<file path="config.mk">
export PLATFORM = sky130hd
export DESIGN_NAME = adm_ctrl
export DESIGN_NICKNAME = d
export VERILOG_FILES = /design/src/rtl/adm_pkg.sv /design/src/rtl/adm_rst_sync.sv /design/src/rtl/adm_pool.sv /design/src/rtl/adm_warp_alloc.sv /design/src/rtl/adm_slot_table.sv /design/src/rtl/adm_ctrl.sv
export SDC_FILE = /design/constraint.sdc
export NUM_CORES = 1
export LEC_CHECK = 0
export BUFFER_PORTS_ARGS = -buffer_cell sky130_fd_sc_hd__buf_2
export CELL_PAD_IN_SITES_DETAIL_PLACEMENT = 2
export CELL_PAD_IN_SITES_GLOBAL_PLACEMENT = 2
export CORE_ASPECT_RATIO = 1.75
export CORE_MARGIN = 2
export CORE_UTILIZATION = 41
export DETAILED_ROUTE_END_ITERATION = 10
export GPL_ROUTABILITY_DRIVEN = 0
export GPL_TIMING_DRIVEN = 1
export PLACE_DENSITY = 0.8
export SLEW_MARGIN = 20
export SYNTH_ARGS = -nofsm -noshare
export SYNTH_HDL_FRONTEND = slang
export SYNTH_HIERARCHICAL = 1
export SYNTH_SLANG_ARGS = --single-unit
</file>
<file path="constraint.sdc">
create_clock -name clk -period 34.4 [get_ports clk]
set_clock_uncertainty 0.2 [all_clocks]
set_input_delay 0 -clock clk [delete_from_list [all_inputs] [get_ports clk]]
set_output_delay 0 -clock clk [all_outputs]
set_load 0.02 [all_outputs]
</file>
<file path="src/rtl/adm_pkg.sv">
`timescale 1ns/1ps
package adm_pkg;
  typedef enum logic [1:0] {
    SLOT_IDLE  = 2'd0,
    SLOT_LIVE  = 2'd1,
    SLOT_DRAIN = 2'd2
  } slot_state_e;
endpackage

</file>
<file path="src/rtl/adm_rst_sync.sv">
`timescale 1ns/1ps
module adm_rst_sync (
  input  logic clk,
  input  logic rst_n,
  output logic rst_sync_n
);
  logic [1:0] sync_q;

  always_ff @(posedge clk or negedge rst_n) begin
    if (!rst_n) sync_q <= 2'b00;
    else        sync_q <= {sync_q[0], 1'b1};
  end

  assign rst_sync_n = sync_q[1];
endmodule

</file>
<file path="src/rtl/adm_pool.sv">
`timescale 1ns/1ps
module adm_pool #(
  parameter int TOTAL = 1024,
  parameter int AW    = $clog2(TOTAL + 1)
) (
  input  logic          clk,
  input  logic          rst_n,
  input  logic          take_en,
  input  logic [AW-1:0] take_amt,
  input  logic          give_en,
  input  logic [AW-1:0] give_amt,
  output logic [AW-1:0] free_o
);
  logic [AW-1:0] free_q, free_n;
  logic          free_en;

  always_comb begin
    free_en = take_en | give_en;
    free_n  = free_q;
    if (take_en) free_n = free_n - take_amt;
    if (give_en) free_n = free_n + give_amt;
  end

  always_ff @(posedge clk or negedge rst_n) begin
    if (!rst_n)       free_q <= AW'(TOTAL);
    else if (free_en) free_q <= free_n;
  end

  assign free_o = free_q;

  AST_TAKE_FITS: assert property (@(posedge clk) disable iff (!rst_n)
    take_en |-> (take_amt <= free_q));
  AST_FREE_BOUND: assert property (@(posedge clk) disable iff (!rst_n)
    free_q <= AW'(TOTAL));
endmodule

</file>
<file path="src/rtl/adm_warp_alloc.sv">
`timescale 1ns/1ps
module adm_warp_alloc #(
  parameter int NUM_WARPS = 16,
  parameter int WCNT_W    = $clog2(NUM_WARPS + 1)
) (
  input  logic [NUM_WARPS-1:0] busy,
  input  logic [WCNT_W-1:0]    want,
  output logic [NUM_WARPS-1:0] pick,
  output logic                 enough
);
  logic [WCNT_W-1:0] taken;

  always_comb begin
    pick  = '0;
    taken = '0;
    for (int i = 0; i < NUM_WARPS; i++) begin
      if (!busy[i] && (taken < want)) begin
        pick[i] = 1'b1;
        taken   = taken + 1'b1;
      end
    end
    enough = (taken == want);
  end
endmodule

</file>
<file path="src/rtl/adm_slot_table.sv">
`timescale 1ns/1ps
module adm_slot_table
  import adm_pkg::*;
#(
  parameter int NUM_SLOTS = 4,
  parameter int NUM_WARPS = 16,
  parameter int WCNT_W    = 5,
  parameter int SLOT_W    = 2,
  parameter int REG_W     = 11,
  parameter int SMEM_W    = 14
) (
  input  logic                 clk,
  input  logic                 rst_n,
  input  logic                 alloc_en,
  input  logic [NUM_WARPS-1:0] alloc_mask,
  input  logic [WCNT_W-1:0]    alloc_count,
  input  logic [REG_W-1:0]     alloc_regs,
  input  logic [SMEM_W-1:0]    alloc_smem,
  input  logic [NUM_WARPS-1:0] warp_exit,
  output logic                 slot_avail,
  output logic [SLOT_W-1:0]    slot_idx,
  output logic [NUM_WARPS-1:0] resident,
  output logic                 rel_any,
  output logic [REG_W-1:0]     rel_regs,
  output logic [SMEM_W-1:0]    rel_smem
);
  slot_state_e          st_q    [NUM_SLOTS];
  slot_state_e          st_n    [NUM_SLOTS];
  logic [WCNT_W-1:0]    live_q  [NUM_SLOTS];
  logic [WCNT_W-1:0]    live_n  [NUM_SLOTS];
  logic [NUM_WARPS-1:0] owner_q [NUM_SLOTS];
  logic [NUM_WARPS-1:0] owner_n [NUM_SLOTS];
  logic [REG_W-1:0]     regs_q  [NUM_SLOTS];
  logic [REG_W-1:0]     regs_n  [NUM_SLOTS];
  logic [SMEM_W-1:0]    smem_q  [NUM_SLOTS];
  logic [SMEM_W-1:0]    smem_n  [NUM_SLOTS];
  logic [NUM_SLOTS-1:0] slot_en;
  logic [NUM_WARPS-1:0] exited_q, exited_n, eff_exit, drain_warps;
  logic [WCNT_W-1:0]    dec;

  // lowest idle slot wins
  always_comb begin
    slot_avail = 1'b0;
    slot_idx   = '0;
    for (int s = NUM_SLOTS - 1; s >= 0; s--) begin
      if (st_q[s] == SLOT_IDLE) begin
        slot_avail = 1'b1;
        slot_idx   = SLOT_W'(s);
      end
    end
  end

  // residency and release totals
  always_comb begin
    resident    = '0;
    drain_warps = '0;
    rel_any     = 1'b0;
    rel_regs    = '0;
    rel_smem    = '0;
    for (int s = 0; s < NUM_SLOTS; s++) begin
      resident = resident | owner_q[s];
      if (st_q[s] == SLOT_DRAIN) begin
        drain_warps = drain_warps | owner_q[s];
        rel_any     = 1'b1;
        rel_regs    = rel_regs + regs_q[s];
        rel_smem    = rel_smem + smem_q[s];
      end
    end
  end

  // only first exit of a resident warp counts
  assign eff_exit = warp_exit & resident & ~exited_q;
  assign exited_n = (exited_q | eff_exit) & ~drain_warps;

  always_comb begin
    dec = '0;
    for (int s = 0; s < NUM_SLOTS; s++) begin
      st_n[s]    = st_q[s];
      live_n[s]  = live_q[s];
      owner_n[s] = owner_q[s];
      regs_n[s]  = regs_q[s];
      smem_n[s]  = smem_q[s];
      slot_en[s] = 1'b0;
      case (st_q[s])
        SLOT_IDLE: begin
          if (alloc_en && (slot_idx == SLOT_W'(s))) begin
            slot_en[s] = 1'b1;
            st_n[s]    = SLOT_LIVE;
            live_n[s]  = alloc_count;
            owner_n[s] = alloc_mask;
            regs_n[s]  = alloc_regs;
            smem_n[s]  = alloc_smem;
          end
        end
        SLOT_LIVE: begin
          slot_en[s] = 1'b1;
          dec        = WCNT_W'($countones(eff_exit & owner_q[s]));
          live_n[s]  = live_q[s] - dec;
          if (live_n[s] == '0) st_n[s] = SLOT_DRAIN;
        end
        SLOT_DRAIN: begin
          slot_en[s] = 1'b1;
          st_n[s]    = SLOT_IDLE;
          owner_n[s] = '0;
          regs_n[s]  = '0;
          smem_n[s]  = '0;
        end
        default: begin
          slot_en[s] = 1'b1;
          st_n[s]    = SLOT_IDLE;
        end
      endcase
    end
  end

  always_ff @(posedge clk or negedge rst_n) begin
    if (!rst_n) exited_q <= '0;
    else        exited_q <= exited_n;
  end

  for (genvar g = 0; g < NUM_SLOTS; g++) begin : g_slot
    always_ff @(posedge clk or negedge rst_n) begin
      if (!rst_n) begin
        st_q[g]    <= SLOT_IDLE;
        live_q[g]  <= '0;
        owner_q[g] <= '0;
        regs_q[g]  <= '0;
        smem_q[g]  <= '0;
      end else if (slot_en[g]) begin
        st_q[g]    <= st_n[g];
        live_q[g]  <= live_n[g];
        owner_q[g] <= owner_n[g];
        regs_q[g]  <= regs_n[g];
        smem_q[g]  <= smem_n[g];
      end
    end
  end

  AST_RESIDENT_HELD: assert property (@(posedge clk) disable iff (!rst_n)
    !rel_any |=> (($past(resident) & ~resident) == '0));
  AST_ALLOC_DISJOINT: assert property (@(posedge clk) disable iff (!rst_n)
    alloc_en |-> ((alloc_mask & resident) == '0));
endmodule

</file>
<file path="src/rtl/adm_ctrl.sv">
`timescale 1ns/1ps
module adm_ctrl
  import adm_pkg::*;
#(
  parameter int NUM_WARPS  = 16,
  parameter int NUM_SLOTS  = 4,
  parameter int REG_TOTAL  = 1024,
  parameter int RPW_W      = 8,
  parameter int SMEM_TOTAL = 8192,
  localparam int WCNT_W = $clog2(NUM_WARPS + 1),
  localparam int SLOT_W = (NUM_SLOTS > 1) ? $clog2(NUM_SLOTS) : 1,
  localparam int SMEM_W = $clog2(SMEM_TOTAL + 1)
) (
  input  logic                 clk,
  input  logic                 rst_n,
  input  logic                 req_valid,
  input  logic [WCNT_W-1:0]    req_warps,
  input  logic [RPW_W-1:0]     req_regs_per_warp,
  input  logic [SMEM_W-1:0]    req_smem,
  output logic                 req_ready,
  output logic [SLOT_W-1:0]    grant_slot,
  output logic [NUM_WARPS-1:0] grant_warps,
  input  logic [NUM_WARPS-1:0] warp_exit,
  output logic [NUM_WARPS-1:0] resident_warps
);
  localparam int REG_W  = $clog2(REG_TOTAL + 1);
  localparam int NEED_W = WCNT_W + RPW_W;
  localparam int CMP_W  = (NEED_W > REG_W) ? NEED_W : REG_W;

  logic                 rst_sync_n;
  logic [REG_W-1:0]     reg_free, rel_regs;
  logic [SMEM_W-1:0]    smem_free, rel_smem;
  logic                 rel_any, slot_avail, warp_enough, count_ok;
  logic                 fit_regs, fit_smem, accept;
  logic [NEED_W-1:0]    need_regs;
  logic [SLOT_W-1:0]    slot_idx;
  logic [NUM_WARPS-1:0] pick, resident;

  adm_rst_sync u_rst (.clk(clk), .rst_n(rst_n), .rst_sync_n(rst_sync_n));

  assign need_regs = NEED_W'(req_warps) * NEED_W'(req_regs_per_warp);
  assign count_ok  = (req_warps != '0) && (req_warps <= WCNT_W'(NUM_WARPS));
  assign fit_regs  = CMP_W'(need_regs) <= CMP_W'(reg_free);
  assign fit_smem  = req_smem <= smem_free;
  assign req_ready = count_ok & fit_regs & fit_smem & slot_avail & warp_enough;
  assign accept    = req_valid & req_ready;

  adm_pool #(.TOTAL(REG_TOTAL), .AW(REG_W)) u_reg_pool (
    .clk(clk), .rst_n(rst_sync_n),
    .take_en(accept), .take_amt(need_regs[REG_W-1:0]),
    .give_en(rel_any), .give_amt(rel_regs),
    .free_o(reg_free)
  );

  adm_pool #(.TOTAL(SMEM_TOTAL), .AW(SMEM_W)) u_smem_pool (
    .clk(clk), .rst_n(rst_sync_n),
    .take_en(accept), .take_amt(req_smem),
    .give_en(rel_any), .give_amt(rel_smem),
    .free_o(smem_free)
  );

  adm_warp_alloc #(.NUM_WARPS(NUM_WARPS), .WCNT_W(WCNT_W)) u_alloc (
    .busy(resident), .want(req_warps), .pick(pick), .enough(warp_enough)
  );

  adm_slot_table #(
    .NUM_SLOTS(NUM_SLOTS), .NUM_WARPS(NUM_WARPS), .WCNT_W(WCNT_W),
    .SLOT_W(SLOT_W), .REG_W(REG_W), .SMEM_W(SMEM_W)
  ) u_slots (
    .clk(clk), .rst_n(rst_sync_n),
    .alloc_en(accept), .alloc_mask(pick), .alloc_count(req_warps),
    .alloc_regs(need_regs[REG_W-1:0]), .alloc_smem(req_smem),
    .warp_exit(warp_exit),
    .slot_avail(slot_avail), .slot_idx(slot_idx), .resident(resident),
    .rel_any(rel_any), .rel_regs(rel_regs), .rel_smem(rel_smem)
  );

  assign grant_slot     = slot_idx;
  assign grant_warps    = pick;
  assign resident_warps = resident;

  AST_GRANT_COUNT: assert property (@(posedge clk) disable iff (!rst_sync_n)
    accept |-> ($countones(grant_warps) == int'(req_warps)));
  AST_GRANT_LANDS: assert property (@(posedge clk) disable iff (!rst_sync_n)
    accept |=> ((($past(grant_warps)) & ~resident_warps) == '0));
endmodule

</file>
==> results.md <==
- DR WL/cell: 25.3 um
- Max-Cap Viols: 0
- Detailed Route WL: 94000 um
- Part of the Yosys area used for sequential elements: between 20% and 30%
- Final slew viol count: 0
- Critical Setup Path Class: flip-flop to flip-flop
- Fin nets: 3327
- Num Clock Sinks: about 240
- Cell Rows: between 100 and 150
- Avg Synthesized Cell Area: about 9 um2
- Die area: 0.0625 mm2
- First-pass GRT wire length: 148000 um
- Num CTS Buffers: 26
- Multiplexer share of the synthesized area: 3.62%
- Status: finished, final reports clean
- DR vias/cell: 5.97
- TritonRoute pass-1 iters: 5
- Worst-path fanout max: 15
- Tot GR Track Use: a little under a third
- #FFs+latches synth: 235
- Mapped Cells: ~2800
- Prevailing post-synth register cell: dfrtp_1
- Simple-Gate Fraction of Synth Area: 18.4%
- Slowest-stage cell, CP: or4_1
- Min Clock Period, post-route: 32550 ps
- Initial antenna violation count: 0
- Layout cells sized above 1: between 10% and 20%
- Worst path most repeated cell: ha_1
- Final Cell Area: roughly 0.028 mm2
- Clock Path Buffers: 3
- Cell Area, Synth: 0.0248 mm2
- Antenna cells: 0
- 1st-iter DRT viols: around 1000
- HPWL after detailed placement: 71500 um
- Number of port buffers: 80
- Ys Warns: 6
- Startpoint Class: flip-flop
- Post-Synth XOR/XNOR Area: 7.13%
- Critical Path End Type: flip-flop
- Crit path arrival time: 32810 ps
- CTS root buffer: clkbuf_16
- Cell variety after synth: 122
- Fmax: 30.7 MHz
- Final ANT Viol Nets: 0
- Grt ovf: 0
- Clock slew seen by the registers of the worst setup and hold paths: 70 ps
- DRC Markers: 0
- Initial Utilization: between 40% and 50%
- CTS tree: yes
- Async S/R FF share, synth: between 90% and 100%
- Die W: 190 um
- Max transition margin: 32.7%
- Largest net degree at the start of global routing: 72
- Area after DPL: 0.0261 mm2
- Hold Violations, Final: 0
- Vias: 22100
- Vias in the first global route: 26200
- Complex-gate fraction of the synthesized area: 19.5%
- # setup viols final: 0
- Hold Path Class: primary input to flip-flop
- Worst-skew pair later-pin latency: 580 ps
- Worst-Margin Slew: 1010 ps
- Largest family of logic cells by synthesized area: adder cells
- Post-synth EDFFs: 0
- Period utilization: 94.6%
- Area Growth Syn to Fin: 11.2%
- Die height: ~330 um
- Core Region: 0.0600 mm2
- # IOs: 81
- CP Data Required Time: 34660 ps
- Max incr delay on CP: 670 ps
- H-tree depth: 1
- Post-Synth Adder-Cell Area: 22.0%
[registers in the layout (all words and copies together) (netlist names)]
register,count
u_slots/smem_q,56
u_slots/live_q,20
u_reg_pool/free_o,11
u_smem_pool/free_o,14
u_slots/exited_q,16
u_slots/st_q,8
u_slots/regs_q,44
u_rst/sync_q,2
u_slots/owner_q,64
[cell usage in the layout, fill, tap and decap left out, drive strengths merged, types with 47 or more instances in the layout]
cell / n
nor2: 126
nor3: 52
fa: 97
and2: 87
a21oi: 145
dfrtp: 233
inv: 260
o21ai: 115
xnor2: 116
nor2b: 47
a22o: 115
ha: 281
buf: 113
a21o: 58
mux2: 62
nand3: 113
nand2: 362
[worst max-delay path, delay by kind of cell, from the launching register on]
| kind | cells | cell delay (ps) |
|---|---|---|
| compound gates | 52 | 12830 |
| flops | 1 | 430 |
| fa+ha+maj | 17 | 5250 |
| mux | 4 | 1190 |
| buf+inv | 8 | 1320 |
| simple gates | 32 | 8160 |
| xor+xnor | 12 | 3020 |
[metal layers]
layer	track usage [%]	vias up	part of all wire [%]
met5	0	-	0
met4	18.9	0	6.9
met3	2.51	267	2.1
met2	61.5	419	57
met1	29.1	11400	34
li1	-	10000	-
[kinds of logic after synthesis]
kind of cell               count (synthesis)
other                                      2
buffers and inverters                    358
adders and majority gates                379
and+or+nand+nor                          933
xor gates and xnor gates                 164
AOI/OAI and AO/OA                        666
muxes                                     82
DFF                                      235
[per-stage QoR]
| step | cells | setup WS [ps] | TNS, ps | util (%) | hold slack (ps) |
|---|---|---|---|---|---|
| after floorplan | 2820 | 3410 | 0 | - | -496 |
| after global placement | 3617 | 1970 | 0 | 43.5 | -413 |
| after detailed placement | 3617 | -362 | -1790 | 43.5 | -412 |
| after CTS | 3704 | 22.0 | 0 | 45.8 | 18.2 |
| after global routing | 3709 | -243 | -1260 | 45.9 | 81.7 |
| final | 3709 | 1850 | 0 | 45.9 | 33.5 |
[cell usage after synthesis (all sizes together), types with 6 or more instances]
cell type	instances	share of area, %
mux2	62	2.8
a31oi	22	0.61
xnor2	116	5.0
o2111ai	7	0.30
or4	19	0.58
nor3b	6	0.18
nor2b	47	1.2
nor2	125	1.9
or2	12	0.31
dfrtp	233	24
a21boi	9	0.27
or3	18	0.48
a21o	58	1.8
nand2b	20	0.50
nor4	7	0.20
o31ai	21	0.79
nand3	113	2.3
ha	281	14
o21ai	115	2.4
inv	261	4.0
clkbuf	85	1.3
fa	97	7.8
xor2	45	1.9
a22o	115	4.1
and4	7	0.25
a21oi	145	3.0
nand4	28	0.71
and3	13	0.34
mux2i	20	0.81
buf	12	0.26
nor3	52	1.1
o211ai	22	0.71
a22oi	7	0.21
o211a	7	0.28
a211oi	25	0.82
a41oi	6	0.27
nand2	362	5.5
o21a	29	0.88
o21bai	17	0.53
and2	87	2.2
[worst paths after layout]
| path | cells past startpoint | end | startpoint | slack [ps] |
|---|---|---|---|---|
| worst min register to register | 0 | u_rst/sync_q[1]$_DFF_PN0_ | u_rst/sync_q[0]$_DFF_PN0_ | 160 |
| worst min-delay path | 5 | u_slots/regs_q[23]$_DFFE_PN0P_ | req_regs_per_warp[1] | 30 |
| worst max register to register | 125 | u_smem_pool/free_o[12]$_DFFE_PN0P_ | u_slots/owner_q[48]$_DFFE_PN0P_ | 1850 |
| min in group asynchronous | 3 | u_rst/sync_q[1]$_DFF_PN0_ | rst_n | 50 |
| max in group asynchronous | 2 | u_slots/live_q[19]$_DFFE_PN0P_ | u_rst/sync_q[1]$_DFF_PN0_ | 31670 |
| worst max-delay path | 125 | u_smem_pool/free_o[12]$_DFFE_PN0P_ | u_slots/owner_q[48]$_DFFE_PN0P_ | 1850 |
[cell type report]
class                           count  area (um2)
Fill cell                        6530       32400
Clock buffer                       35         756
Timing Repair Buffer              151        1040
Sequential cell                   235        5890
Multi-Input combinational cell   2228       17700
Inverter                          261         988
Tap cell                          786         983
Clock inverter                     13         199
[repair_timing]
action                                  in CTS  in global routing
hold endpoints to repair                    93                  0
gates resized for setup                      2                 12
buffers inserted                             0                  5
gates cloned                                 1                  0
pin swaps                                    1                  2
hold buffers                                38                  0
endpoints found under the setup margin       8                214
Power is not shown: default switching activity piles up to over one toggle a cycle in this logic, so the estimate is an artifact.
